File: src/rtl/cfgport_pkg.sv
package cfgport_pkg;

    typedef enum logic [1:0] {
        ST_IDLE  = 2'd0,
        ST_SHIFT = 2'd1,
        ST_REPLY = 2'd2
    } eng_state_t;

    typedef enum logic [1:0] {
        ACC_REJECT = 2'd0,
        ACC_SELECT = 2'd1,
        ACC_READ   = 2'd2,
        ACC_IGNORE = 2'd3
    } acc_kind_t;

    localparam logic [15:0] KEY_INVALID = 16'hFFFF;
    localparam int          LOCAL_BIT   = 14;

    // Length of entry idx in bank: slot 2 is left empty in both banks.
    function automatic int item_len(int bank, int idx);
        return (idx == 2) ? 0 : idx + 1 + bank;
    endfunction

    // Flat base address: bank 0 entries first, then bank 1, packed back to back.
    function automatic int item_base(int bank, int idx, int n_entries);
        int sum;
        sum = 0;
        for (int b = 0; b < 2; b++) begin
            for (int e = 0; e < n_entries; e++) begin
                if (b < bank || (b == bank && e < idx)) begin
                    sum += item_len(b, e);
                end
            end
        end
        return sum;
    endfunction

    function automatic logic [7:0] rom_byte(int a);
        return 8'((a * 29 + 11) % 256);
    endfunction

endpackage

File: src/rtl/cfgport_decode.sv
module cfgport_decode
    import cfgport_pkg::*;
#(
    parameter int DATA_BYTES = 4
) (
    input  logic      wr_i,
    input  logic [1:0] addr_i,
    input  logic [2:0] size_i,
    output acc_kind_t kind_o
);

    always_comb begin
        kind_o = ACC_REJECT;
        unique case (addr_i)
            2'd0: kind_o = (wr_i && size_i == 3'd2) ? ACC_SELECT : ACC_REJECT;
            2'd1: begin
                if (size_i == 3'd1) kind_o = wr_i ? ACC_IGNORE : ACC_READ;
                else                kind_o = ACC_REJECT;
            end
            2'd2: kind_o = (wr_i && size_i == 3'd2) ? ACC_SELECT : ACC_REJECT;
            2'd3: begin
                if (size_i >= 3'd1 && size_i <= 3'(DATA_BYTES)) kind_o = wr_i ? ACC_IGNORE : ACC_READ;
                else                                             kind_o = ACC_REJECT;
            end
            default: kind_o = ACC_REJECT;
        endcase
    end

endmodule

File: src/rtl/cfgport_table.sv
module cfgport_table
    import cfgport_pkg::*;
#(
    parameter int N_ENTRIES = 8,
    parameter int OFF_W     = 8
) (
    input  logic [15:0]      key_i,
    input  logic [OFF_W-1:0] off_i,
    output logic [7:0]       byte_o,
    output logic             valid_o
);

    localparam int IDX_W     = $clog2(N_ENTRIES);
    localparam int TOTAL     = item_base(2, 0, N_ENTRIES);
    localparam int ADDR_W    = $clog2(TOTAL);
    localparam int ROM_DEPTH = 1 << ADDR_W;

    logic [7:0]        rom      [ROM_DEPTH];
    logic [OFF_W-1:0]  len_tab  [2][N_ENTRIES];
    logic [ADDR_W-1:0] base_tab [2][N_ENTRIES];

    for (genvar b = 0; b < 2; b++) begin : g_bank
        for (genvar e = 0; e < N_ENTRIES; e++) begin : g_entry
            assign len_tab[b][e]  = OFF_W'(item_len(b, e));
            assign base_tab[b][e] = ADDR_W'(item_base(b, e, N_ENTRIES));
        end
    end

    for (genvar a = 0; a < ROM_DEPTH; a++) begin : g_rom
        assign rom[a] = rom_byte(a);
    end

    logic              bank;
    logic [IDX_W-1:0]  idx;
    logic [OFF_W-1:0]  len;
    logic [ADDR_W-1:0] flat;

    always_comb begin
        bank    = key_i[LOCAL_BIT];
        idx     = key_i[IDX_W-1:0];
        len     = len_tab[bank][idx];
        flat    = base_tab[bank][idx] + ADDR_W'(off_i);
        valid_o = (key_i != KEY_INVALID) && (len != '0) && (off_i < len);
        byte_o  = valid_o ? rom[flat] : 8'h00;
    end

    // a valid fetch never addresses beyond the populated store
    always_comb begin
        if (valid_o) begin
            assert_fetch_in_store_R11: assert (int'(flat) < TOTAL);
        end
    end

endmodule

File: src/rtl/cfgport_engine.sv
module cfgport_engine
    import cfgport_pkg::*;
#(
    parameter int N_ENTRIES  = 8,
    parameter int DATA_BYTES = 4,
    parameter int OFF_W      = 8
) (
    input  logic                    clk,
    input  logic                    rst_n,
    input  logic                    req_i,
    input  acc_kind_t               kind_i,
    input  logic [2:0]              size_i,
    input  logic [15:0]             wdata_i,
    input  logic [7:0]              byte_i,
    input  logic                    byte_valid_i,
    output logic [15:0]             key_o,
    output logic [OFF_W-1:0]        off_o,
    output logic                    ack_o,
    output logic [DATA_BYTES*8-1:0] rdata_o
);

    localparam int ACC_W = DATA_BYTES * 8;
    localparam int CNT_W = $clog2(DATA_BYTES + 1);

    eng_state_t        state_q, state_d;
    logic [15:0]       key_q;
    logic [OFF_W-1:0]  off_q;
    logic [CNT_W-1:0]  cnt_q;
    logic [ACC_W-1:0]  acc_q;
    logic              take;
    logic              key_ok;

    assign take   = (state_q == ST_IDLE) && req_i;
    assign key_ok = wdata_i[13:0] < 14'(N_ENTRIES);

    always_comb begin
        state_d = state_q;
        unique case (state_q)
            ST_IDLE:  if (req_i) state_d = (kind_i == ACC_READ) ? ST_SHIFT : ST_REPLY;
            ST_SHIFT: if (cnt_q == CNT_W'(1)) state_d = ST_REPLY;
            ST_REPLY: state_d = ST_IDLE;
            default:  state_d = ST_IDLE;
        endcase
    end

    always_ff @(posedge clk) begin
        if (!rst_n) state_q <= ST_IDLE;
        else        state_q <= state_d;
    end

    always_ff @(posedge clk) begin
        if (!rst_n) begin
            key_q <= 16'h0000;
            off_q <= '0;
            cnt_q <= '0;
            acc_q <= '0;
        end else begin
            if (take) begin
                acc_q <= '0;
                cnt_q <= CNT_W'(size_i);
                if (kind_i == ACC_SELECT) begin
                    key_q <= key_ok ? wdata_i : KEY_INVALID;
                    off_q <= '0;
                end
            end else if (state_q == ST_SHIFT) begin
                acc_q <= {acc_q[ACC_W-9:0], byte_i};
                cnt_q <= cnt_q - CNT_W'(1);
                if (byte_valid_i) off_q <= off_q + OFF_W'(1);
            end
        end
    end

    always_comb begin
        ack_o   = (state_q == ST_REPLY);
        rdata_o = acc_q;
        key_o   = key_q;
        off_o   = off_q;
    end

    assert_sel_clears_offset_R2: assert property (@(posedge clk) disable iff (!rst_n)
        (take && kind_i == ACC_SELECT) |=> (off_q == '0));

    assert_key_legal_R3: assert property (@(posedge clk) disable iff (!rst_n)
        (key_q == KEY_INVALID) || (key_q[13:0] < 14'(N_ENTRIES)));

    assert_hold_offset_R4: assert property (@(posedge clk) disable iff (!rst_n)
        (state_q == ST_SHIFT && !byte_valid_i) |=> $stable(off_q));

    assert_step_offset_R5: assert property (@(posedge clk) disable iff (!rst_n)
        (state_q == ST_SHIFT && byte_valid_i) |=> (off_q == $past(off_q) + OFF_W'(1)));

    assert_reject_zero_R10: assert property (@(posedge clk) disable iff (!rst_n)
        (take && kind_i != ACC_READ) |=> (ack_o && rdata_o == '0));

    assert_ack_single_R12: assert property (@(posedge clk) disable iff (!rst_n)
        ack_o |=> !ack_o);

endmodule

File: src/rtl/keyed_cfg_port.sv
module keyed_cfg_port
    import cfgport_pkg::*;
#(
    parameter int N_ENTRIES  = 8,
    parameter int DATA_BYTES = 4,
    parameter int OFF_W      = 8
) (
    input  logic                    clk,
    input  logic                    rst_n,
    input  logic                    req_i,
    input  logic                    wr_i,
    input  logic [1:0]              addr_i,
    input  logic [2:0]              size_i,
    input  logic [15:0]             wdata_i,
    output logic                    ack_o,
    output logic [DATA_BYTES*8-1:0] rdata_o
);

    acc_kind_t        kind;
    logic [15:0]      key;
    logic [OFF_W-1:0] off;
    logic [7:0]       fetch_byte;
    logic             fetch_valid;

    cfgport_decode #(.DATA_BYTES(DATA_BYTES)) u_decode (
        .wr_i   (wr_i),
        .addr_i (addr_i),
        .size_i (size_i),
        .kind_o (kind)
    );

    cfgport_table #(.N_ENTRIES(N_ENTRIES), .OFF_W(OFF_W)) u_table (
        .key_i   (key),
        .off_i   (off),
        .byte_o  (fetch_byte),
        .valid_o (fetch_valid)
    );

    cfgport_engine #(.N_ENTRIES(N_ENTRIES), .DATA_BYTES(DATA_BYTES), .OFF_W(OFF_W)) u_engine (
        .clk          (clk),
        .rst_n        (rst_n),
        .req_i        (req_i),
        .kind_i       (kind),
        .size_i       (size_i),
        .wdata_i      (wdata_i),
        .byte_i       (fetch_byte),
        .byte_valid_i (fetch_valid),
        .key_o        (key),
        .off_o        (off),
        .ack_o        (ack_o),
        .rdata_o      (rdata_o)
    );

endmodule

File: config.mk
export PLATFORM = sky130hd
export DESIGN_NAME = keyed_cfg_port
export DESIGN_NICKNAME = d
export VERILOG_FILES = /design/src/rtl/cfgport_pkg.sv /design/src/rtl/cfgport_decode.sv /design/src/rtl/cfgport_table.sv /design/src/rtl/cfgport_engine.sv /design/src/rtl/keyed_cfg_port.sv
export SDC_FILE = /design/constraint.sdc
export NUM_CORES = 1
export LEC_CHECK = 0
export ABC_AREA = 1
export CAP_MARGIN = 20
export CORE_ASPECT_RATIO = 1.75
export CORE_MARGIN = 1.5
export CORE_UTILIZATION = 55
export DETAILED_ROUTE_END_ITERATION = 8
export MAX_ROUTING_LAYER = met4
export PLACE_DENSITY = 0.79
export SLEW_MARGIN = 0
export SYNTH_ARGS = -nofsm -noshare
export SYNTH_HDL_FRONTEND = slang
export SYNTH_HIERARCHICAL = 1
export SYNTH_SLANG_ARGS = --single-unit
File: constraint.sdc
create_clock -name clk -period 9.1 [get_ports clk]
set_input_delay 2.275 -clock clk [delete_from_list [all_inputs] [get_ports clk]]
set_output_delay 2.275 -clock clk [all_outputs]
set_load 0.01 [all_outputs]
## Word level (Yosys, flattened, before mapping)

Memory sizes are Yosys's and may differ from the RTL's.
Index checks and enable logic that the tools add are counted.

- Bits in registers: 61
- ROM bits: 1024
- Output and inout bits: 33
- Memories kept: 1

Memories:

| name | depth | width | read ports | clocked after Yosys merged registers in | write ports | line | text |
|---|---|---|---|---|---|---|---|
| (no name shown) | 128 | 8 | 1 | 0 | 0 | cfgport_table.sv:44 | `byte_o = valid_o ? rom[flat] : 8'h00;` |

- Add/subtract/negate cells: 3
- Order comparisons: 7
- Equality and inequality tests: 14
- Multiplexer cells: 31
- Bitwise operators: 4
- Reductions and logical operators: 15

Operators by type and width:

| cell | count |
|---|---|
| 64-bit 2-to-1 mux | 2 |
| 56-bit 2-to-1 mux | 2 |
| 8-bit 2-to-1 mux | 9 |
| 58-bit 2-to-1 mux | 1 |
| 55-bit 2-to-1 mux | 1 |
| 8-bit binary-select mux with 3-bit select | 1 |
| 7-bit binary-select mux with 3-bit select | 1 |
| 16-bit 2-to-1 mux | 1 |
| 16-bit inequality test (second input constant) | 1 |
| 14-bit by 4-bit less-than comparator with 1-bit output (second input constant) | 1 |
| 7-bit 2-to-1 mux | 2 |
| 2-bit 2-to-1 mux | 5 |
| 8-bit by 1-bit adder with 8-bit output (second input constant) | 1 |
| 2-bit equality test (second input constant) | 4 |
| 8-bit greater-or-equal comparator (second input constant) | 1 |
| 8-bit less-than comparator | 1 |
| 7-bit inverter with 8-bit output | 1 |
| 8-bit nonzero test | 1 |
| 7-bit adder | 1 |
| 2-bit by 1-bit equality test with 1-bit output (second input constant) | 3 |
| 3-bit by 1-bit equality test with 1-bit output (second input constant) | 2 |
| 3-bit 2-to-1 mux | 2 |
| 2-bit one-hot mux with 3 select lines | 1 |
| 1-bit logical AND | 5 |
| 18 further kinds | 24 |

## Longest topological paths before layout

- Depth after elaboration: 13
- Gate-level depth with buffers: 22
- Gate-level depth less buffers: 22

## Modules after synthesis

Netlist, hierarchy kept.

By module, submodules not included:

| module | times used | cells each | area each (um^2) | seq. area each (um^2) |
|---|---|---|---|---|
| cfgport_engine | 1 | 324 | 2447.3 | 1221.2 |
| cfgport_table | 1 | 322 | 1697.9 | 0.0 |
| cfgport_decode | 1 | 20 | 82.6 | 0.0 |

## Worst setup path after synthesis

Ideal clock, no wire load.

- Kind: input -> register
- From: in size_i[1]
- To: reg u_engine.key_q[10] (netlist: u_engine/key_o[10])
- Setup time: 0.132 ns
- Data arrival time: 3.312 ns
- Required time: 8.968 ns
- Setup slack: 5.656 ns
- Stages: 12
- Buffers on the path: 2
- Cell sequence: inv_1 > nand2_1 > nor2_1 > nand3_1 > nand3_1 > inv_1 > nor2_4 > nand3_2 > buf_6 > buf_6 > nand2_1 > a21oi_1

- Cells in the longest elaborated chain, start to end: 6
- Elaborated cells on any way between the ends: 12
- Classes of those cells: 2 x order compare; 3 x eq/ne; 4 x mux; 3 x reduce/logical

Ends and longest elaborated chain:

| what | line | text |
|---|---|---|
| start, declared | keyed_cfg_port.sv:13 | `input logic [2:0] size_i,` |
| 3-bit by 1-bit greater-or-equal comparator with 1-bit output (tied with other cells) | cfgport_decode.sv:22 | `if (size_i >= 3'd1 && size_i <= 3'(DATA_BYTES)) kind_o = wr_i ? ACC_IGNORE : ACC_READ;` |
| 1-bit logical AND (on tied branches) | cfgport_decode.sv:22, cfgport_decode.sv:15, cfgport_decode.sv:20 |  |
| 2-bit 2-to-1 mux / 1-bit 2-to-1 mux (equally long branches) | cfgport_decode.sv:22, cfgport_decode.sv:15, cfgport_decode.sv:20 |  |
| 2-bit one-hot mux with 3 select lines (*) | cfgport_decode.sv:14 | `unique case (addr_i)` |
| via kind[0] | keyed_cfg_port.sv:19 | `acc_kind_t kind;` |
| 2-bit by 1-bit equality test with 1-bit output (*) | cfgport_engine.sv:61 | `if (kind_i == ACC_SELECT) begin` |
| 2-bit AND reduction (no line) (*) | - |  |
| end signal, assigned | cfgport_engine.sv:62 | `key_q <= key_ok ? wdata_i : KEY_INVALID;` |
| end, declared | cfgport_engine.sv:26 | `logic [15:0] key_q;` |

Mark *: on every way through the listed nets, which the timed path passes. The rest lies on a longest branch.
A chain may end at the register's enable or synchronous reset.

## Worst setup path in the final report

- From: in size_i[2]
- To: reg u_engine.off_q[7] (netlist: u_engine/off_o[7])

- Cells in the longest elaborated chain, start to end: 7
- Elaborated cells on any way between the ends: 13
- Classes of those cells: 2 x order compare; 4 x eq/ne; 4 x mux; 3 x reduce/logical

Ends and longest elaborated chain:

| what | line | text |
|---|---|---|
| 3-bit by 1-bit greater-or-equal comparator with 1-bit output / 3-bit <= comparator (equally long branches) | cfgport_decode.sv:22 |  |
| 1-bit logical AND | cfgport_decode.sv:22 |  |
| 2-bit 2-to-1 mux | cfgport_decode.sv:22 |  |
| 2-bit one-hot mux with 3 select lines (*) | cfgport_decode.sv:14 |  |
| via kind[1] | keyed_cfg_port.sv:19 |  |
| 2-bit by 1-bit equality test with 1-bit output (*) | cfgport_engine.sv:61 |  |
| 2-bit inequality test (no line) (*) | - |  |
| 3-bit AND reduction (no line) (*) | - |  |
| end signal, assigned | cfgport_engine.sv:68 | `if (byte_valid_i) off_q <= off_q + OFF_W'(1);` |
| end, declared | cfgport_engine.sv:27 | `logic [OFF_W-1:0] off_q;` |

Marked as above.

==> metrics.yaml <==
status: "finished clean"
relSlewSlack_pct: 52.9
dr.pass1.iters: 7
hp-class: "reg2reg"
synth_edf_count: 0
synth_top_flop_cell: "dfxtp_1"
drc: 0
synth_cell_types: 35
grt_pass1_vias: 4149
synth_most_common_cell: "nand2_1"
cp-end-kind: "flop"
tns_ps: 0
grt_max_degree: 37
internal_power_mw: 0.545
finClkSkew_ps: 6.60
worst-path-max-fanout: 21
antenna_found_initial: 0
antenna_cells: 0
worst_path_max_delay_cell: "clkdlybuf4s50_1"
cts_tree: "done"
detail-route-antenna-nets: 0
finalCritPeriodShare_pct: 45.6
arrival_ps: 4370
die_h_um: 119
dp_hpwl_um: 7730
worstSkewPairLatency_ps: 330
cts-htree-levels: 3
die_area_sq_um: 8240
rows: 42
startpoint_type: "input port"
slew_violations: 0
m1WireLength_um: 3950
grt_usage_pct: 26.5
clk_path_buf_depth: 2
fillCellCount: 670
crit_required_ps: 9320
yosys_warnings: 6
clock_power_share_pct: 43.1
wl_per_cell_um: 12.9
period_minus_slack_ps: 4150
syn_inst: 666
vias_per_cell: 5.41
hold_viol: 0
portBuffers: 57
synth_async_sr_flop_share_pct: 0
rsz0062_at_grt: "no"
p_sw_share_pct: 30.3
netlist.top_cell.by_area: "dfxtp_1"
p_sw_mw: 0.237
die-width_um: 69.3
avgSynthCellArea_sq_um: 6.35
combPwrFrac_pct: 21.4
cpPeakStageDelay_ps: 550
core-area_sq_um: 7510
power_mw: 0.782
path_cells: "clkdlybuf4s50_1, inv_1, o21ai_0, nand2_1, nand2_1, nand2_1, nor2_4, nand3_2, nand2_2, nand2_1, nor2_1, nor2_1"
cts.reportedPaths.clkPinSlew_ps: 50
ioPinCount: 58
setup_viol: 0
place_congestion: 0.930
grt_pass1_wl_um: 17600
drv_cap: 0
met3_wirelength_um: 309
fmax_mhz: 241
seqPwrFrac_pct: 35.6
vias: 4358
place_area_sq_um: 4750
area_delta_synth_final_pct: 19.5
wl_um: 10400
layout-drive-gt1-share_pct: 7.24
floorplan.initialDensity_pct: 56.3
cts_setup_buffers: 0
peakVddDrop_mv: 0.112
clkSinkCount: 61
syn-num-nets: 719
cts_resized: 0
critical_path_class: "in2reg"
worstMarginPinSlew_ps: 706
synthTopCellsByArea: "dfxtp_1 29%, nand2_1 22%, a21oi_1 8.3%"
synthTopCellsByCount: "243 x nand2_1, 70 x a21oi_1, 61 x dfxtp_1, 58 x nand3_1, 57 x inv_1"
fin_area_sq_um: 5050
cpMostUsedCell: "nand2_1"
numCtsBuffers: 9
synth_area_sq_um: 4230
synth.yosys.seq_area_share_pct: 28.9
dr.max_layer_used: "met4"
synth_top_area_share_pct: 28.9
synth-seq-cells: 61
cts_root_buf: "clkbuf_16"
dr.first_iter.drc_count: 337
ctsHoldBuffers: 0
p_leak_nw: 2.25
placed_cells: 790
met2_length_um: 5740
p_per_area_nw_per_um2: 155
fin_cells: 806
gr-total-overflow: 0
final_nets: 766
-- placed cells by master (no fill, tap or decap), drive strengths merged --
master,synthesis,final
fa,1,1
clkinv,0,3
dfxtp,61,61
clkdlybuf4s50,0,57
ha,27,27
or2,1,1
nand3b,7,7
nor3,4,4
nand2,259,259
clkinvlp,0,2
o211ai,1,1
xnor2,2,2
a211oi,1,1
o21ai,15,15
and2,1,1
clkbuf,5,9
a21oi,72,72
xor2,1,1
bufinv,0,1
nand3,65,65
nor2,57,57
or3,1,1
buf,17,1
inv,63,64
nand4,3,3
o21a,1,1
a31oi,1,1
-- worst max-delay path: cells and delay by family --
family | cells | cell delay, ps
buffers and inverters | 2 | 610
AO/OA/AOI/OAI | 1 | 80
AND/OR/NAND/NOR | 9 | 1400
-- per-stage QoR --
step | setup WS, ps | utilization (%) | hold slack [ps]
after global routing | 4720 | 67.2 | 479
after CTS | 4990 | 67.2 | 464
after global placement | 4700 | 63.2 | 453
after floorplan | 5660 | - | 443
after detailed placement | 4650 | 63.2 | 455
final | 4950 | 67.2 | 464
-- routing by layer --
layer  vias up  global-route usage (%)
li1       2221                       -
met1      1980                    25.5
met2       129                    50.1
met3        28                    3.38
met4         0                    14.3
met5         -                       -
-- worst paths after layout --
| check | endpoint | startpoint | cells past startpoint | slack [ps] |
|---|---|---|---|---|
| worst max register to register | u_engine/rdata_o[5]$_SDFFE_PP0P_ | u_engine/key_o[14]$_SDFFE_PN0P_ | 21 | 5410 |
| worst min register to register | u_engine/rdata_o[24]$_SDFFE_PP0P_ | u_engine/rdata_o[24]$_SDFFE_PP0P_ | 2 | 460 |
| worst min-delay path | u_engine/rdata_o[24]$_SDFFE_PP0P_ | u_engine/rdata_o[24]$_SDFFE_PP0P_ | 2 | 460 |
| worst max-delay path | u_engine/off_o[7]$_SDFFE_PN0P_ | size_i[2] | 12 | 4950 |
-- final cells by class --
cell class | count | area, sq um | area share [%]
Clock buffer | 9 | 225 | 4.46
Inverter | 63 | 239 | 4.73
Timing Repair Buffer | 58 | 578 | 11.4
Tap cell | 88 | 110 | 2.18
Multi-Input combinational cell | 520 | 2600 | 51.5
Sequential cell | 61 | 1220 | 24.2
Clock inverter | 7 | 75.1 | 1.49
-- power by group through the flow --
| stage | registers, mW | logic, mW | clock network [mW] |
|---|---|---|---|
| final | 0.278 | 0.167 | 0.337 |
| after global routing | 0.279 | 0.189 | 0.353 |
| after CTS | 0.278 | 0.166 | 0.342 |
| after detailed placement | 0.284 | 0.164 | 0 |
| after global placement | 0.284 | 0.161 | 0 |
| after floorplan | 0.282 | 0.125 | 0 |
-- cells by family (layout without fill, tap and decap cells) --
logic type | after synthesis | in the layout | synth area share (%)
AND/OR/NAND/NOR | 398 | 398 | 41.3
AO/OA/AOI/OAI | 91 | 91 | 11.2
buffers and inverters | 85 | 137 | 9.56
flip-flops | 61 | 61 | 28.9
adder cells (fa/ha/maj) | 28 | 28 | 8.46
XOR/XNOR | 3 | 3 | 0.622
-- flip-flops by register name, summed over array words and instances, names as in the netlist --
signal	cells
u_engine/cnt_q	3
u_engine/off_o	8
u_engine/rdata_o	32
u_engine/state_q	2
u_engine/key_o	16
Note: power is estimated with default switching activity, not from simulation.
